### config.mk
export PLATFORM = sky130hd
export DESIGN_NAME = cs_dma_ctrl
export DESIGN_NICKNAME = d
export VERILOG_FILES = /design/src/rtl/dma_pkg.sv /design/src/rtl/dma_regs.sv /design/src/rtl/dma_seq.sv /design/src/rtl/dma_xfer_path.sv /design/src/rtl/cs_dma_ctrl.sv
export SDC_FILE = /design/constraint.sdc
export NUM_CORES = 1
export LEC_CHECK = 0
export ABC_AREA = 1
export BUFFER_PORTS_ARGS = -buffer_cell sky130_fd_sc_hd__buf_2
export CAP_MARGIN = 10
export CORE_ASPECT_RATIO = 1.4
export CORE_MARGIN = 10
export CORE_UTILIZATION = 47
export DETAILED_ROUTE_END_ITERATION = 8
export GPL_TIMING_DRIVEN = 1
export PLACE_DENSITY = 0.7
export SKIP_LAST_GASP = 1
export SLEW_MARGIN = 25
export SYNTH_ARGS = -nofsm -noshare
export SYNTH_HDL_FRONTEND = slang
export SYNTH_SLANG_ARGS = --single-unit
### constraint.sdc
create_clock -name clk_i -period 3.69 [get_ports clk_i]
set_input_delay 0.5535 -clock clk_i [delete_from_list [all_inputs] [get_ports clk_i]]
set_output_delay 0.5535 -clock clk_i [all_outputs]
set_load 0.005 [all_outputs]
### src/rtl/dma_pkg.sv
package dma_pkg;
  typedef enum logic [2:0] {
    ST_IDLE,
    ST_REQ,
    ST_SRC,
    ST_DST,
    ST_REL
  } dma_state_e;

  localparam logic [1:0] SEL_CTRL = 2'd0;
  localparam logic [1:0] SEL_DEV  = 2'd1;
  localparam logic [1:0] SEL_MEM  = 2'd2;
  localparam logic [1:0] SEL_CNT  = 2'd3;

  localparam int CTRL_START = 0;
  localparam int CTRL_DIR   = 1;
  localparam int CTRL_DONE  = 2;
endpackage

### src/rtl/dma_regs.sv
module dma_regs
  import dma_pkg::*;
#(
  parameter int AW = 16
) (
  input  logic          clk_i,
  input  logic          rst_ni,
  input  logic          cfg_we_i,
  input  logic [1:0]    cfg_sel_i,
  input  logic [AW-1:0] cfg_wdata_i,
  input  logic          busy_i,
  input  logic          word_i,
  input  logic          fin_i,
  output logic          go_o,
  output logic          dir_o,
  output logic          done_o,
  output logic [AW-1:0] dev_addr_o,
  output logic [AW-1:0] mem_addr_o,
  output logic [AW-1:0] cnt_o,
  output logic [AW-1:0] cfg_rdata_o
);
  logic          dir_q, done_q;
  logic [AW-1:0] dev_q, mem_q, cnt_q;
  logic          wr_ctrl, start_acc, cnt_zero;

  assign wr_ctrl   = cfg_we_i && (cfg_sel_i == SEL_CTRL);
  assign start_acc = wr_ctrl && cfg_wdata_i[CTRL_START] && !busy_i;
  assign cnt_zero  = (cnt_q == '0);
  assign go_o      = start_acc && !cnt_zero;

  always_ff @(posedge clk_i or negedge rst_ni) begin
    if (!rst_ni) begin
      dir_q  <= 1'b0;
      done_q <= 1'b0;
    end else begin
      if (start_acc) dir_q <= cfg_wdata_i[CTRL_DIR];
      // set outranks clear
      if (fin_i || (start_acc && cnt_zero)) done_q <= 1'b1;
      else if (start_acc)                   done_q <= 1'b0;
      else if (wr_ctrl && cfg_wdata_i[CTRL_DONE]) done_q <= 1'b0;
    end
  end

  always_ff @(posedge clk_i or negedge rst_ni) begin
    if (!rst_ni) begin
      dev_q <= '0;
      mem_q <= '0;
      cnt_q <= '0;
    end else if (word_i) begin
      mem_q <= mem_q + 1'b1;
      cnt_q <= cnt_q - 1'b1;
    end else if (cfg_we_i && !busy_i) begin
      case (cfg_sel_i)
        SEL_DEV: dev_q <= cfg_wdata_i;
        SEL_MEM: mem_q <= cfg_wdata_i;
        SEL_CNT: cnt_q <= cfg_wdata_i;
        default: ;
      endcase
    end
  end

  always_comb begin
    cfg_rdata_o = '0;
    case (cfg_sel_i)
      SEL_CTRL: begin
        cfg_rdata_o[CTRL_START] = busy_i;
        cfg_rdata_o[CTRL_DIR]   = dir_q;
        cfg_rdata_o[CTRL_DONE]  = done_q;
      end
      SEL_DEV: cfg_rdata_o = dev_q;
      SEL_MEM: cfg_rdata_o = mem_q;
      default: cfg_rdata_o = cnt_q;
    endcase
  end

  assign dir_o      = dir_q;
  assign done_o     = done_q;
  assign dev_addr_o = dev_q;
  assign mem_addr_o = mem_q;
  assign cnt_o      = cnt_q;
endmodule

### src/rtl/dma_seq.sv
module dma_seq
  import dma_pkg::*;
(
  input  logic       clk_i,
  input  logic       rst_ni,
  input  logic       go_i,
  input  logic       grant_i,
  input  logic       last_i,
  output dma_state_e state_o,
  output logic       busy_o,
  output logic       req_o,
  output logic       word_o,
  output logic       fin_o
);
  dma_state_e state_q, state_d;

  always_comb begin
    state_d = state_q;
    case (state_q)
      ST_IDLE: if (go_i) state_d = ST_REQ;
      ST_REQ:  if (grant_i) state_d = ST_SRC;
      ST_SRC:  state_d = ST_DST;
      ST_DST:  state_d = ST_REL;
      ST_REL:  state_d = last_i ? ST_IDLE : ST_REQ;
      default: state_d = ST_IDLE;
    endcase
  end

  always_ff @(posedge clk_i or negedge rst_ni) begin
    if (!rst_ni) state_q <= ST_IDLE;
    else         state_q <= state_d;
  end

  assign state_o = state_q;
  assign busy_o  = (state_q != ST_IDLE);
  assign req_o   = (state_q == ST_REQ) || (state_q == ST_SRC) || (state_q == ST_DST);
  assign word_o  = (state_q == ST_DST);
  // count already decremented when in ST_REL
  assign fin_o   = (state_q == ST_REL) && last_i;
endmodule

### src/rtl/dma_xfer_path.sv
module dma_xfer_path
  import dma_pkg::*;
#(
  parameter int AW = 16,
  parameter int DW = 16
) (
  input  logic          clk_i,
  input  logic          rst_ni,
  input  dma_state_e    state_i,
  input  logic          dir_i,
  input  logic [AW-1:0] dev_addr_i,
  input  logic [AW-1:0] mem_addr_i,
  input  logic [DW-1:0] rdata_i,
  output logic          valid_o,
  output logic          we_o,
  output logic          io_o,
  output logic [AW-1:0] addr_o,
  output logic [DW-1:0] wdata_o
);
  logic          src_io;
  logic [DW-1:0] data_q;

  assign src_io = ~dir_i;

  always_ff @(posedge clk_i or negedge rst_ni) begin
    if (!rst_ni)                data_q <= '0;
    else if (state_i == ST_SRC) data_q <= rdata_i;
  end

  always_comb begin
    valid_o = 1'b0;
    we_o    = 1'b0;
    io_o    = 1'b0;
    addr_o  = '0;
    case (state_i)
      ST_SRC: begin
        valid_o = 1'b1;
        io_o    = src_io;
        addr_o  = src_io ? dev_addr_i : mem_addr_i;
      end
      ST_DST: begin
        valid_o = 1'b1;
        we_o    = 1'b1;
        io_o    = ~src_io;
        addr_o  = src_io ? mem_addr_i : dev_addr_i;
      end
      default: ;
    endcase
  end

  assign wdata_o = data_q;
endmodule

### src/rtl/cs_dma_ctrl.sv
module cs_dma_ctrl
  import dma_pkg::*;
#(
  parameter int AW = 16,
  parameter int DW = 16
) (
  input  logic          clk_i,
  input  logic          rst_ni,
  input  logic          cfg_we_i,
  input  logic [1:0]    cfg_sel_i,
  input  logic [AW-1:0] cfg_wdata_i,
  output logic [AW-1:0] cfg_rdata_o,
  output logic          bus_req_o,
  input  logic          bus_grant_i,
  output logic          bus_valid_o,
  output logic          bus_we_o,
  output logic          bus_io_o,
  output logic [AW-1:0] bus_addr_o,
  output logic [DW-1:0] bus_wdata_o,
  input  logic [DW-1:0] bus_rdata_i,
  output logic          irq_o
);
  dma_state_e    state_w;
  logic          go_w, dir_w, done_w, busy_w, word_w, fin_w;
  logic [AW-1:0] dev_w, mem_w, cnt_w;

  dma_regs #(.AW(AW)) i_regs (
    .clk_i      (clk_i),
    .rst_ni     (rst_ni),
    .cfg_we_i   (cfg_we_i),
    .cfg_sel_i  (cfg_sel_i),
    .cfg_wdata_i(cfg_wdata_i),
    .busy_i     (busy_w),
    .word_i     (word_w),
    .fin_i      (fin_w),
    .go_o       (go_w),
    .dir_o      (dir_w),
    .done_o     (done_w),
    .dev_addr_o (dev_w),
    .mem_addr_o (mem_w),
    .cnt_o      (cnt_w),
    .cfg_rdata_o(cfg_rdata_o)
  );

  dma_seq i_seq (
    .clk_i  (clk_i),
    .rst_ni (rst_ni),
    .go_i   (go_w),
    .grant_i(bus_grant_i),
    .last_i (cnt_w == '0),
    .state_o(state_w),
    .busy_o (busy_w),
    .req_o  (bus_req_o),
    .word_o (word_w),
    .fin_o  (fin_w)
  );

  dma_xfer_path #(.AW(AW), .DW(DW)) i_path (
    .clk_i     (clk_i),
    .rst_ni    (rst_ni),
    .state_i   (state_w),
    .dir_i     (dir_w),
    .dev_addr_i(dev_w),
    .mem_addr_i(mem_w),
    .rdata_i   (bus_rdata_i),
    .valid_o   (bus_valid_o),
    .we_o      (bus_we_o),
    .io_o      (bus_io_o),
    .addr_o    (bus_addr_o),
    .wdata_o   (bus_wdata_o)
  );

  assign irq_o = done_w;
endmodule

==> parameters.txt, run 1 <==
Parameter                              Value

Pwr
  Power per Cell Area    833 nW/um^2
  Static power due to leakage    2.76 nW
  Max rail drop VDD    363 uV

Setup path
  Critical path data required time    3.14 ns
  Critical Path Fanout Max    38
  Setup slack on the worst flop-to-flop path    1.81 ns
  Origin of the worst setup path    i_regs.dir_o
  Critical Path End Type    output pin
  Worst flop-to-flop path startpoint    i_seq.state_o[0]
  Crit Path Class    flop to output pin
  Arrival @ worst endpoint    2.03 ns
  Sort of element at the start of the critical path    flop

Synthesis
  Top area cells in the synthesized netlist    sky130_fd_sc_hd__dfrtp_1 (38%), sky130_fd_sc_hd__nand2_1 (20%), sky130_fd_sc_hd__o21ai_0 (7.5%), sky130_fd_sc_hd__inv_1 (6.3%), sky130_fd_sc_hd__nor2_1 (4.6%)
  Combined area of all synthesized cells    4530 um^2
  Share of the synthesized area in compound gates (AO/OA/AOI/OAI)    17.5%
  Dominant cell type by area after synthesis    sky130_fd_sc_hd__dfrtp_1
  Sequential cell area fraction in the yosys report    38.2%
  Yosys warnings    0
  Number of distinct library cell variants in the gate-level netlist after synthesis    30
  Nets in the synthesized netlist    711
  Yosys top cell area share    38.2%
  Total of flip-flops plus latches after synthesis    69
  Number of instances in the synthesized netlist    670
  Proportion of synthesized flip-flops having asynchronous set or reset    100%
  Portion of netlist area occupied by mux cells    0%
  Synthesized area per cell    6.75 um^2
  EDFF count, synth    0
  Main combinational cell family by area after synthesis    simple AND/OR/NAND/NOR gates
  Most used DFF post-synth    sky130_fd_sc_hd__dfrtp_1
  Adder-cell share of the synthesized area    0.829%
  Post-synthesis share of cell area spent on and, or, nand and nor gates    33.1%
  XOR/XNOR Fraction of Synth Area    0.581%

Routing
  Routed via count    4,859
  Total routed wire length on the met1 layer    5.56 mm
  Detailed-route vias per instance    5.60
  Post-Route WL    14.6 mm
  Average wire per cell in the routed design    16.8 um
  Uppermost layer routed    met4
  Met2 routed WL    7.42 mm
  Detailed Routing Iterations Pass 1    5
  Met3 Routed Length    1.29 mm
  Count of unresolved DRC violations after routing    0
  Number of nets with antenna violations after routing    0
  DRT iter0 DRCs    368

Clock tree
  Maximum clock path buffer count    2
  Clock-pin slew of the registers on the worst-case setup and hold paths    0.06 ns
  Cells resized by post-CTS repair    0
  TritonCTS clock tree    done
  Number of H-tree levels    3
  Number of buffers inserted by post-CTS setup repair    0
  Library cell used as clock root buffer    sky130_fd_sc_hd__clkbuf_16
  CTS Hold Bufs    0
  Skew-Pair Late Insertion Delay    0.33 ns
  Clock sink count    69
  Number of CTS-inserted buffers    9

STA
  Tcrit/Tclk final    69.9%
  Number of hold violations in the final report    0
  Total Neg Setup Slack    0 ns
  Least-Margin Pin Slew    0.888 ns
  Unrepaired setup endpoints after global routing    false
  Maximum achievable frequency    0.388 GHz
  Final setup skew    0.00679 ns
  Min Clock Period, post-route    2.58 ns
  Max-Slew Margin vs Limit    40.8%
  Final setup vio count    0
  Max Transition Viols Final    0

Floorplanning
  Horiz. Die Dim    103 um
  Cell row count    42
  Initial standard-cell utilization of the core    47.8%
  Die Outline Area    14,000 um^2
  Top-Level Pins    91
  Die H    136 um
  Core Footprint    9460 um^2

Placement
  Number of buffers added on ports    90
  GPL Wtd Cong    0.867
  HPWL after detailed placement    10.9 mm
  Cell area after placement    5040 um^2

Layout
  Area delta synth->final    18.6%
  Layout cells sized above 1    17.6%
  Register cell area after layout    1730 um^2
  Layout filler cell count    920
  Area occupied by multi-input gates    2350 um^2
  Design Area, Final    5370 um^2
  Number of nets in the finished design    793
  Diodes inserted    0

Global route
  Vias in the first global route    4,918
  Global route total overflow    0
  Initial antenna violation count    0
  Overall routing resource usage    20.9%
  Largest net degree at the start of global routing    47
  Wire length of the first global-routing pass    23.4 mm

Run
  Number of max-cap violations    0

Status
  Outcome    completed

Min path
  Worst min-delay path category    input port to asynchronous set/reset pin
## synthesized netlist by cell type (2+ instances only)
cell,count
sky130_fd_sc_hd__xor2_1,3
sky130_fd_sc_hd__o211ai_1,11
sky130_fd_sc_hd__buf_2,12
sky130_fd_sc_hd__nand2_4,4
sky130_fd_sc_hd__nor2_2,3
sky130_fd_sc_hd__a22o_1,16
sky130_fd_sc_hd__o21a_1,3
sky130_fd_sc_hd__nand3_1,41
sky130_fd_sc_hd__ha_1,3
sky130_fd_sc_hd__inv_1,76
sky130_fd_sc_hd__buf_1,2
sky130_fd_sc_hd__o221ai_1,13
sky130_fd_sc_hd__buf_4,2
sky130_fd_sc_hd__o21ai_0,68
sky130_fd_sc_hd__a21oi_1,12
sky130_fd_sc_hd__dfrtp_1,69
sky130_fd_sc_hd__o22ai_1,5
sky130_fd_sc_hd__nand2_1,237
sky130_fd_sc_hd__inv_2,7
sky130_fd_sc_hd__nor3_1,3
sky130_fd_sc_hd__nor2_1,56
sky130_fd_sc_hd__nand4_1,8
sky130_fd_sc_hd__nand2_2,2
sky130_fd_sc_hd__clkbuf_1,8
## sequential cells by signal, indices dropped and copies added (netlist names)
signal             flops
i_regs.dir_o           1
i_regs.mem_addr_o     16
i_regs.dev_addr_o     16
i_path.wdata_o        16
i_seq.state_o          3
i_regs.done_o          1
i_regs.cnt_o          16
## metrics by stage
stage	power (mW)	std cells	setup slack (ns)	hold WS [ns]	util (%)
2_1_floorplan	2.79	670	1.94	0.258	-
3_3_place_gp	3.45	851	1.28	0.453	53.3
3_5_place_dp	3.52	851	1.15	0.453	53.3
4_1_cts	4.47	867	1.11	0.357	56.8
5_1_grt	4.85	867	0.955	0.385	56.8
6_report	4.47	867	1.11	0.335	56.8
## power by group
group | internal, mW | total [mW] | switching [mW]
clock | 0.608 | 0.935 | 0.327
sequential | 1.12 | 1.50 | 0.379
combinational | 0.749 | 2.04 | 1.29
## layer usage
layer / GRT usage, % / vias to the layer above
met1: 23.4 / 2268
met2: 36.5 / 234
met5: 0 / -
li1: - / 2329
met4: 8.29 / 0
met3: 5.23 / 28
## layout by cell type (no fill, tap or decap), types with 4 or more instances in the layout
cell / instances
sky130_fd_sc_hd__a22o_1: 16
sky130_fd_sc_hd__nand3_1: 41
sky130_fd_sc_hd__o221ai_1: 13
sky130_fd_sc_hd__inv_2: 7
sky130_fd_sc_hd__o21ai_0: 68
sky130_fd_sc_hd__nand4_1: 8
sky130_fd_sc_hd__o211ai_1: 11
sky130_fd_sc_hd__nand2_4: 4
sky130_fd_sc_hd__buf_2: 90
sky130_fd_sc_hd__a21oi_1: 12
sky130_fd_sc_hd__inv_1: 76
sky130_fd_sc_hd__buf_4: 5
sky130_fd_sc_hd__o22ai_1: 5
sky130_fd_sc_hd__nor2_1: 56
sky130_fd_sc_hd__dfrtp_1: 69
sky130_fd_sc_hd__nand2_1: 237
sky130_fd_sc_hd__clkbuf_16: 9
## logic make-up (layout without fill, tap and decap cells)
group | after synthesis | in the layout
and+or+nand+nor | 358 | 358
adders and majority gates | 3 | 3
AOI/OAI and AO/OA | 128 | 128
DFF | 69 | 69
buffers and inverters | 109 | 196
xor gates and xnor gates | 3 | 3
## area by class of cell
| type | count | area share, % |
|---|---|---|
| clock buffers | 10 | 4.45 |
| multi-input cells | 492 | 43.8 |
| well taps | 110 | 2.56 |
| flip-flops and latches | 69 | 32.2 |
| repair buffers | 96 | 9.46 |
| inverters | 84 | 5.92 |
| clock inverters | 6 | 1.61 |
## worst max-delay path, stage by stage (launching register included)
cell	delay (ns)
sky130_fd_sc_hd__dfrtp_1	0.92
sky130_fd_sc_hd__buf_12	0.27
sky130_fd_sc_hd__o21ai_0	0.14
sky130_fd_sc_hd__a22o_1	0.22
sky130_fd_sc_hd__buf_2	0.13
## worst paths after layout
| path | endpoint | cells after the start |
|---|---|---|
| setup / recovery | bus_addr_o[13] | 4 |
| hold / removal | i_regs.cnt_o[10] | 1 |
| setup reg to reg | i_seq.state_o[1] | 8 |
| hold reg to reg | i_path.wdata_o[10] | 2 |
| max in group asynchronous | i_path.wdata_o[1] | 2 |
| min in group clk_i | i_path.wdata_o[0] | 3 |
Power figures use the tool's default switching activity.
==> run 2: changes to the inputs <==
clock period = 2.6 ns   (was 3.69 ns; I/O delays follow)
==> parameters.txt, run 2 (same netlist as run 1, synthesis figures left out) <==
Parameter                              Value

Clock tree
  Clock sink count    69 (unchanged)
  Number of buffers inserted by post-CTS setup repair    0 (unchanged)
  Number of H-tree levels    3 (unchanged)
  CTS Hold Bufs    0 (unchanged)
  Maximum clock path buffer count    2 (unchanged)
  Cells resized by post-CTS repair    0 (unchanged)
  Number of CTS-inserted buffers    9 (unchanged)
  TritonCTS clock tree    done
  Clock-pin slew of the registers on the worst-case setup and hold paths    0.06 ns (about the same)
  Skew-Pair Late Insertion Delay    0.34 ns (about the same)
  Library cell used as clock root buffer    sky130_fd_sc_hd__clkbuf_16

Routing
  Detailed Routing Iterations Pass 1    5 (unchanged)
  Count of unresolved DRC violations after routing    0 (unchanged)
  Number of nets with antenna violations after routing    0 (unchanged)
  Routed via count    4,787 (-1.5%)
  DRT iter0 DRCs    294 (-20%)
  Detailed-route vias per instance    5.51 (-1.7%)
  Average wire per cell in the routed design    17.1 um (+1.9%)
  Post-Route WL    14.9 mm (+2.2%)

STA
  Final Hold Slack    0.0717 ns (-0.263 ns)
  Final setup skew    0.00518 ns (-0.00161 ns)
  Max Transition Viols Final    0 (unchanged)
  Max-Slew Margin vs Limit    50.1% (+9.4 points)
  Maximum achievable frequency    0.446 GHz
  Final setup vio count    0 (unchanged)
  Number of hold violations in the final report    0 (unchanged)
  Tcrit/Tclk final    86.1%
  Worst path setup slack after routing    0.360 ns (-0.751 ns)
  Least-Margin Pin Slew    0.746 ns (-0.142 ns)
  Min Clock Period, post-route    2.24 ns
  Unrepaired setup endpoints after global routing    false
  Total Neg Setup Slack    0 ns (unchanged)

Floorplanning
  Core Footprint    9460 um^2 (unchanged)
  Initial standard-cell utilization of the core    47.8% (unchanged)
  Die Outline Area    14,000 um^2 (unchanged)
  Die H    136 um (unchanged)
  Top-Level Pins    91 (unchanged)
  Cell row count    42 (unchanged)
  Horiz. Die Dim    103 um (unchanged)

Pwr
  Clock power frac    19.8% (-1.1 points)
  Switching power share of the total    45.3% (+0.59 points)
  Power dissipated by switching net loads    2.83 mW (+42%)
  Part of the total power dissipated in sequential elements    33.8% (+0.3 points)
  Pint    3.42 mW (+38%)
  Max rail drop VDD    676 uV (+86%)
  Combinational Power Share    46.4% (+0.8 points)
  Overall power of the completed layout    6.25 mW (+40%)
  Power per Cell Area    1160 nW/um^2 (+40%)
  Static power due to leakage    2.76 nW (+0.19%)

Layout
  Area occupied by multi-input gates    2350 um^2 (unchanged)
  Number of nets in the finished design    795 (+0.25%)
  Post-Layout Cell Count    869 (+0.23%)
  Register cell area after layout    1730 um^2 (unchanged)
  Diodes inserted    0 (unchanged)
  Area delta synth->final    18.5% (about the same)
  Most frequent cells in the layout    sky130_fd_sc_hd__nand2_1 (237), sky130_fd_sc_hd__buf_2 (90), sky130_fd_sc_hd__inv_1 (76), sky130_fd_sc_hd__dfrtp_1 (69), sky130_fd_sc_hd__o21ai_0 (68)
  Commonest non-fill, non-tap cell in the layout    sky130_fd_sc_hd__nand2_1
  Layout filler cell count    929 (+0.98%)
  Layout cells sized above 1    17.7% (+0.085 points)

Run
  Number of max-cap violations    0 (unchanged)

Setup path
  Setup slack on the worst flop-to-flop path    0.67 ns (-1.14 ns)
  Reg2Reg Capture Point    i_regs.mem_addr_o[14]
  R2r worst-path depth    7 (-1)
  Critical Path Fanout Max    31 (-18%)
  Critical Path End Type    output pin
  Sort of element at the start of the critical path    flop
  Crit Path Class    flop to output pin
  Arrival @ worst endpoint    1.85 ns (-0.18 ns)
  Worst flop-to-flop path startpoint    i_regs.mem_addr_o[0]
  Critical path data required time    2.21 ns (-0.93 ns)

Global route
  Vias in the first global route    4,810 (-2.2%)
  Largest net degree at the start of global routing    70 (+49%)
  Initial antenna violation count    0 (unchanged)
  Global route total overflow    0 (unchanged)
  Overall routing resource usage    21.9% (+1.0 points)
  Wire length of the first global-routing pass    24.1 mm (+2.8%)

Status
  Outcome    completed

Min path
  Worst min-delay path category    input port to asynchronous set/reset pin

Placement
  Placed instance count    853 (+0.24%)
  Post-place setup slack    0.620 ns (-0.530 ns)
  Number of buffers added on ports    90 (unchanged)
  GPL Wtd Cong    0.923 (+6.5%)
  HPWL after detailed placement    10.8 mm (-0.65%)
-- run 2: worst max path at each step --
stage,depth (start not counted),endpoint,from,slack [ns]
after floorplan,5,bus_addr_o[0],i_seq.state_o[0],1.02
after global placement,6,cfg_rdata_o[0],cfg_sel_i[1],0.68
after detailed placement,8,i_regs.cnt_o[1],cfg_sel_i[1],0.62
after CTS,5,bus_addr_o[1],i_seq.state_o[2],0.36
after global routing,4,bus_addr_o[13],i_regs.dir_o,0.22
final,5,bus_addr_o[1],i_seq.state_o[2],0.36
-- run 2: metrics by stage --
step                utilization (%)  area [um^2]
floorplan                         -         4530
global placement               53.6         5070
detailed placement             53.6         5070
CTS                            56.7         5360
global route                   56.7         5360
finish                         56.7         5360
-- run 2: area by class of cell --
cell class,count,area share [%]
Clock buffer,11,4.53
Multi-Input combinational cell,492,43.9
Timing Repair Buffer,98,9.98
Inverter,84,5.92
Clock inverter,5,0.933
Sequential cell,69,32.2
Tap cell,110,2.57
-- run 2: layer usage --
metal,GRT usage (%),share of wire [%],vias to the layer above
li1,-,-,2339
met1,25.6,40,2241
met2,36.8,50,166
met3,5.13,6.9,41
met4,9.77,3.2,0
met5,0,0,-
-- run 2: critical path, stage by stage (launching register included) --
cell                      delay [ns]
sky130_fd_sc_hd__dfrtp_1        0.41
sky130_fd_sc_hd__inv_1          0.12
sky130_fd_sc_hd__nand3_2        0.09
sky130_fd_sc_hd__inv_2          0.47
sky130_fd_sc_hd__a22o_1         0.28
sky130_fd_sc_hd__buf_2          0.12
-- run 2: power groups by stage --
stage	clock [mW]	combinational (mW)	sequential, mW
after floorplan	0	2.00	1.96
after global placement	0	2.81	2.10
after detailed placement	0	2.90	2.12
after CTS	1.25	2.92	2.11
after global routing	1.30	3.32	2.20
final	1.24	2.90	2.11
